### src/rtl/dma_rpt_addr_gen.sv
module dma_rpt_addr_gen #(
  parameter int AW = 24,
  parameter int CW = 16,
  parameter int BW = 8,
  parameter int SW = 5
) (
  input  logic          clk,
  input  logic          rst_n,
  input  logic          start,
  input  logic [AW-1:0] start_addr,
  input  logic [SW-1:0] win_code,
  input  logic          blk_mode,
  input  logic [BW-1:0] blk_size,
  input  logic [CW-1:0] xfer_count,
  input  logic          irq_en,
  input  logic          strobe,
  input  logic          irq_clr,
  output logic [AW-1:0] addr,
  output logic          blk_done,
  output logic          done,
  output logic          irq
);
  localparam logic [AW-1:0] ONES = '1;

  logic [AW-1:0] addr_q;
  logic [CW-1:0] cnt_q;
  logic [BW-1:0] left_q, bsize_q;
  logic [SW-1:0] win_q;
  logic          bmode_q, ien_q, act_q, pend_q, done_q, irq_q, bdone_q;

  logic [AW-1:0] win_mask, inc, next_addr;
  logic          wrap, take, blk_last, unit_end, stop_irq, count_end;

  assign win_mask  = (win_q == '0) ? '0 :
                     (int'(win_q) >= AW) ? ONES : ~(ONES << win_q);
  assign inc       = addr_q + AW'(1);
  assign wrap      = (win_q != '0) && ((addr_q & win_mask) == win_mask);
  assign next_addr = (win_q == '0) ? inc : ((addr_q & ~win_mask) | (inc & win_mask));
  assign take      = act_q && strobe;
  assign blk_last  = bmode_q ? (left_q == BW'(1)) : 1'b1;
  assign unit_end  = take && blk_last;
  assign stop_irq  = unit_end && ien_q && (wrap || pend_q);
  assign count_end = unit_end && (cnt_q == CW'(1));

  always_ff @(posedge clk or negedge rst_n) begin
    if (!rst_n) begin
      addr_q  <= '0;
      cnt_q   <= '0;
      left_q  <= '0;
      bsize_q <= '0;
      win_q   <= '0;
      bmode_q <= 1'b0;
      ien_q   <= 1'b0;
      act_q   <= 1'b0;
      pend_q  <= 1'b0;
      done_q  <= 1'b0;
      irq_q   <= 1'b0;
      bdone_q <= 1'b0;
    end else begin
      bdone_q <= 1'b0;
      if (irq_clr) irq_q <= 1'b0;
      if (start) begin
        addr_q  <= start_addr;
        cnt_q   <= xfer_count;
        left_q  <= blk_size;
        bsize_q <= blk_size;
        win_q   <= win_code;
        bmode_q <= blk_mode;
        ien_q   <= irq_en;
        pend_q  <= 1'b0;
        act_q   <= (xfer_count != '0);
        done_q  <= (xfer_count == '0);
      end else if (take) begin
        addr_q <= next_addr;
        if (bmode_q) left_q <= blk_last ? bsize_q : left_q - BW'(1);
        if (wrap && !blk_last) pend_q <= 1'b1;
        if (unit_end) begin
          pend_q  <= 1'b0;
          cnt_q   <= cnt_q - CW'(1);
          bdone_q <= bmode_q;
          if (stop_irq || count_end) begin
            act_q  <= 1'b0;
            done_q <= 1'b1;
          end
          if (stop_irq) irq_q <= 1'b1;
        end
      end
    end
  end

  assign addr     = addr_q;
  assign blk_done = bdone_q;
  assign done     = done_q;
  assign irq      = irq_q;


  upper_fixed_chk: assert property (@(posedge clk) disable iff (!rst_n)
    (take && !start && win_q != '0) |=>
      ((addr_q & ~$past(win_mask)) == ($past(addr_q) & ~$past(win_mask))));


  idle_hold_chk: assert property (@(posedge clk) disable iff (!rst_n)
    (!act_q && !start) |=> $stable(addr_q));


  irq_hold_chk: assert property (@(posedge clk) disable iff (!rst_n)
    (irq_q && !irq_clr) |=> irq_q);


  blk_irq_edge_chk: assert property (@(posedge clk) disable iff (!rst_n)
    (bmode_q && $rose(irq_q)) |-> (bdone_q && done_q));


  irq_needs_en_chk: assert property (@(posedge clk) disable iff (!rst_n)
    $rose(irq_q) |-> $past(ien_q));
endmodule

### config.mk
export PLATFORM = sky130hd
export DESIGN_NAME = dma_rpt_addr_gen
export DESIGN_NICKNAME = d
export VERILOG_FILES = /design/src/rtl/dma_rpt_addr_gen.sv
export SDC_FILE = /design/constraint.sdc
export NUM_CORES = 1
export LEC_CHECK = 0
export ABC_AREA = 0
export BUFFER_PORTS_ARGS = -buffer_cell sky130_fd_sc_hd__buf_2
export CAP_MARGIN = 20
export CORE_UTILIZATION = 55
export DETAILED_ROUTE_END_ITERATION = 12
export HOLD_SLACK_MARGIN = 0.12
export PLACE_DENSITY = 0.76
export RECOVER_POWER = 25
export SYNTH_ARGS = -nofsm -noshare
export SYNTH_HDL_FRONTEND = slang
export SYNTH_SLANG_ARGS = --single-unit
### constraint.sdc
create_clock -name clk -period 2.7 [get_ports clk]
set_input_delay 0.405 -clock clk [delete_from_list [all_inputs] [get_ports clk]]
set_output_delay 0.405 -clock clk [all_outputs]
set_load 0.02 [all_outputs]
======== After elaboration in Yosys (flattened, before gate mapping) ========
Index checks and enable logic that the tools add are counted.
storage, ports and cells
  output and inout bits ................... 27
  bits in registers ....................... 68
  logic and storage cells ................. 82
  input bits .............................. 60
cells by class
  reduce and logical (&&, ||, !) cells .... 23
  muxes and demuxes ....................... 33
  bitwise operators ....................... 6
  equal/unequal tests ..................... 3
  shift operators ......................... 1
  order comparisons ....................... 1
  $add $sub $neg .......................... 3
operator list
  operator                 count
  $mux W24                 5
  $and A24 B24 Y24         3
  $mux W16                 3
  $not A24 Y24             2
  $mux W8                  4
  $add A24 B1 Y24 const B  1
  $eq A24 B24 Y1           1
  $or A24 B24 Y24          1
  $shl A24 B5 Y24 const A  1
  $mux W1                  21
  $eq A16 B1 Y1 const B    1
  $logic_not A16 Y1        1
  $reduce_bool A16 Y1      1
  $sub A16 B1 Y16 const B  1
  $eq A8 B1 Y1 const B     1
  $reduce_bool A2 Y1       4
  $sub A8 B1 Y8 const B    1
  $logic_and A1 B1 Y1      7
  $reduce_and A2 Y1        3
  $ge A5 B5 Y1 const B     1
  $logic_not A5 Y1         1
  $reduce_bool A5 Y1       1
  $reduce_and A3 Y1        1
  $reduce_bool A3 Y1       1
  other kinds (2)          3

======== Longest topological paths before layout ========
  depth in word-level cells ............... 14
  gate-level depth with buffers ........... 10
  gate-level depth less buffers ........... 8

======== Worst setup path before layout ========
OpenSTA, ideal clock, no wires.
  path type ............................... register to register
  from .................................... reg win_q[0]
  to ...................................... reg irq_q (netlist: irq)
  arrival ................................. 2.398 ns
  cell stages (with the launch flop) ...... 11
  required time ........................... 2.599 ns
  path buffers ............................ 2
  setup slack ............................. 0.201 ns
  period minus slack after synthesis ...... 2.499 ns
  setup time .............................. 0.101 ns
  cell sequence ........................... dfrtp_1 > clkbuf_1 > clkbuf_1 > nor4_2 > nand2_1 > ha_1 > o21bai_1 > a2111oi_0 > and4_1 > a21oi_1 > o32ai_1
between the ends
  word-level cells in the longest chain between the ends .. 13
  elaborated cells between the ends (all ways) .. 16
  classes of those cells .................. order compare (1); eq/ne (1); shift (1); mux (6); bitwise (2); reduce/logical (5)
ends and longest elaborated chain
  item                     line  source
  from (decl)              28    logic [SW-1:0] win_q;
  from (signal assigned)   67    win_q <= win_code;
  $shl A24 B5 Y24          35    (int'(win_q) >= AW) ? ONES : ~(ONES << win_q);
  $not A24 Y24             35
  $mux W24                 35
  $mux W24                 34    assign win_mask = (win_q == '0) ? '0 :
  $and A24 B24 Y24         37    assign wrap = (win_q != '0) && ((addr_q & win_mask) == win_mask);
  $eq A24 B24 Y1           37
  $logic_and A1 B1 Y1 (*)  37
  $logic_or A1 B1 Y1 (*)   42    assign stop_irq = unit_end && ien_q && (wrap || pend_q);
  $logic_and A1 B1 Y1 (*)  42
  $mux W1 (*)              85    if (stop_irq) irq_q <= 1'b1;
  $mux W1 (*)              77    if (unit_end) begin
  $mux W1 (*)              73    end else if (take) begin
  $mux W1 (*)              62    if (start) begin
  to (signal assigned)     57    irq_q <= 1'b0;
  to (signal assigned)     61    if (irq_clr) irq_q <= 1'b0;
  to (signal assigned)     85
  to (decl)                29    logic bmode_q, ien_q, act_q, pend_q, done_q, irq_q, bdone_q;
Mark *: on every way between the ends. The rest lies on a longest branch, timed or not.
A chain may end at the register's enable or synchronous reset.

======== Worst setup path in the final report ========
  from .................................... reg left_q[4]
  to ...................................... reg cnt_q[12]
between the ends
  word-level cells in the longest chain between the ends .. 5
ends and longest elaborated chain
  item                                 line  source
  from (decl)                          27    logic [BW-1:0] left_q, bsize_q;
  from (signal assigned)               65    left_q <= blk_size;
  from (signal assigned)               75    if (bmode_q) left_q <= blk_last ? bsize_q : left_q - BW'(1);
  $eq A8 B1 Y1                         40    assign blk_last = bmode_q ? (left_q == BW'(1)) : 1'b1;
  $mux W1                              40
  $logic_and A1 B1 Y1                  41    assign unit_end = take && blk_last;
  $reduce_bool A2 Y1 (no source line)  --
  $reduce_and A2 Y1 (no source line)   --
  to (signal assigned)                 64    cnt_q <= xfer_count;
  to (signal assigned)                 79    cnt_q <= cnt_q - CW'(1);
  to (decl)                            26    logic [CW-1:0] cnt_q;
No other way between the ends.

==> out/qor.txt <==
Status: finished, final reports clean
Syn nets: 559
Final slew viol count: 0
Critical path start-end classification: flip-flop to flip-flop
Root buf cell: clkbuf_8
Vias per cell: 5.905
Most common cell after layout, fill and taps aside: buf_2
First-pass DRT Iterations: 5
Internal power: 0.001844 W
Hold Path Stages: 2
Core area: 0.007370 sq mm
Postcts setup bufs: 0
FFs w/ async S/R, synth: 100.0%
CTS Sinks: 68
Fill cells: 643
Post-Place Cell Area: 0.004822 sq mm
WL/cell: 16.66 um
Syn Area/Cell: 8.614 sq um
Buffers on Ports: 86
Final instance area: 0.005004 sq mm
FF/Latch Area: 0.001702 sq mm
Skew final: 9.121 ps
FF+latch count, synth: 68
Cts repair resizes: 0
Share of power burned in registers: 46.0%
Number of H-tree levels: 3
Global route overflow: 0
Startpoint types: flip-flop
Slew @ Worst Pin: 1102 ps
FP Rows: 31
Max Fclk: 0.4060 GHz
Placer congestion estimate: 0.9114
Worst Hold Class: primary input to flip-flop
Hold Violations, Final: 0
R2R depth: 6
Clock latency on the worst-skew pair: 350 ps
Detailed-route via count: 4045
Vias in the first global route: 3934
Crit Path Max Fanout: 7
Clock power share: 30.2%
Die W: 89.87 um
Worst Path Required: 2920 ps
P_sw: 0.0009326 W
Most frequent cells in the layout: 83 x buf_2, 68 x nand2_1, 68 x dfrtp_1
FF-to-FF End: cnt_q[12]
Synth unique cells: 62
Final WL: 11.41 mm
Area occupied by multi-input gates: 0.002333 sq mm
Fraction of final layout cells with drive strength greater than 1: 24.23%
Main synth FF type: dfrtp_1
Die height: 89.87 um
Slew HR: 26.55%
Max Cap Violations: 0
Final period utilization: 91.23%
Reg2reg start: left_q[4]
Final setup TNS: 0 ps
Min-Delay Endpoint: irq
Layout Nets: 648
Worst endpoint data arrival time: 2680 ps
Core Util, Final: 67.89%
Minimum clock period: 2463 ps
Combinational group share of total power: 23.8%
RSZ-0062 raised after global routing: false
DRC viols: 0
CTS Hold Buffers Added: 1
Number of enable flip-flop cells after synthesis: 0
Seq/Total Area, Yosys: 40.07%
Initial antenna violation count: 0
P per Cell Area: 554.9 mW/mm^2
Post-route ant nets: 0
Max clock buf depth: 2
Num CTS Buffers: 9
Pleak: 2.176 nW
DIE AREA: 0.008077 sq mm
Post-Syn Area: 0.004247 sq mm
Synth-to-layout area growth: 17.83%
First-pass GRT wire length: 19.33 mm
Starting Density: 57.62%
Hold slack: 246.3 ps
Mapped Cells: 493
Synth Warn #: 0
# setup viols final: 0
CTS tree: done
DP HPWL: 8.418 mm
Worst hold path startpoint: irq_clr
# diodes: 0
Worst-path clk slew: 80 ps
Endpoint class of the critical path: flip-flop
R2R setup slack: 240 ps
Sw frac: 33.59%
Largest net degree at the start of global routing: 41
Ports: 87
DRT iter0 DRCs: 342
GRT Util Overall: 30.02%
Peak VDD IR: 328.1 uV
==> power by group through the flow <==
stage          registers [W]  logic [W]  clock network [W]
2_1_floorplan        0.00129   0.000393                  0
3_3_place_gp         0.00128   0.000638                  0
3_5_place_dp         0.00129   0.000655                  0
4_1_cts              0.00127   0.000661           0.000851
5_1_grt              0.00129   0.000736           0.000889
6_report             0.00128   0.000661           0.000840
==> critical path, stage by stage (launching register included) <==
cell and delay, ps:
dfrtp_1 420, or4_4 590, o41ai_4 410, nand3_1 200
or4_1 460, xor2_1 190, o21ai_2 60
==> per-layer routing <==
layer / track usage (%) / routed length, um
met5: 0 / 0
met1: 42.36 / 5245
met4: 9.409 / 178
met2: 47.05 / 5166
met3: 5.415 / 823
==> cells by family after synthesis <==
family	count (synthesis)	share of synthesized area, %
AND/OR/NAND/NOR	176	20.65
AO/OA/AOI/OAI	135	19.80
flip-flops	68	40.07
buffers and inverters	52	4.979
XOR/XNOR	34	7.012
multiplexers	22	5.716
adder cells (fa/ha/maj)	6	1.768
==> cell usage after synthesis (3+ instances only) <==
cell type,number,share of area (%)
dfrtp_1,68,40
nand2_1,68,6.0
o21ai_0,50,5.9
a21oi_1,31,3.7
nor2_1,26,2.3
inv_1,24,2.1
clkbuf_1,23,2.0
mux2_2,18,4.8
nor3_1,18,2.1
xnor2_1,18,3.7
xor2_1,16,3.3
nand3_1,10,1.2
or3_1,8,1.2
nor4_1,7,1.0
and3_1,6,0.88
ha_1,6,1.8
nand4_1,6,0.88
a211oi_1,5,0.88
o21ai_1,5,0.59
o22ai_1,5,0.74
a31oi_1,4,0.59
mux2i_1,4,0.94
nor2b_1,4,0.59
a221oi_1,3,0.62
a22oi_1,3,0.53
and2_1,3,0.44
and4_1,3,0.62
nand3b_1,3,0.53
or4_1,3,0.53
==> area by class of cell <==
cell class              count  share of cell area, %
clock buffers              13                  2.976
clock inverters             2                 0.7002
inverters                  24                  1.800
multi-input cells         373                  46.64
flip-flops and latches     68                  34.01
well taps                  99                  2.476
repair buffers            106                  11.40
==> metrics by stage <==
step	worst slack, ps	power [W]	cells
finish	236.7	0.002777	685
global route	56.77	0.002919	685
CTS	260.2	0.002783	685
detailed placement	255.6	0.001946	669
global placement	395.0	0.001923	669
floorplan	201.4	0.001683	493
==> how the worst max path moves through the flow <==
stage	from	cells after the start	slack, ps	end
3_5_place_dp	left_q[4]	6	260	cnt_q[12]
5_1_grt	win_q[2]	7	60	irq
4_1_cts	left_q[4]	6	260	cnt_q[12]
2_1_floorplan	win_q[0]	10	200	irq
3_3_place_gp	left_q[4]	6	390	cnt_q[12]
6_report	left_q[4]	6	240	cnt_q[12]
Power figures use the tool's default switching activity.
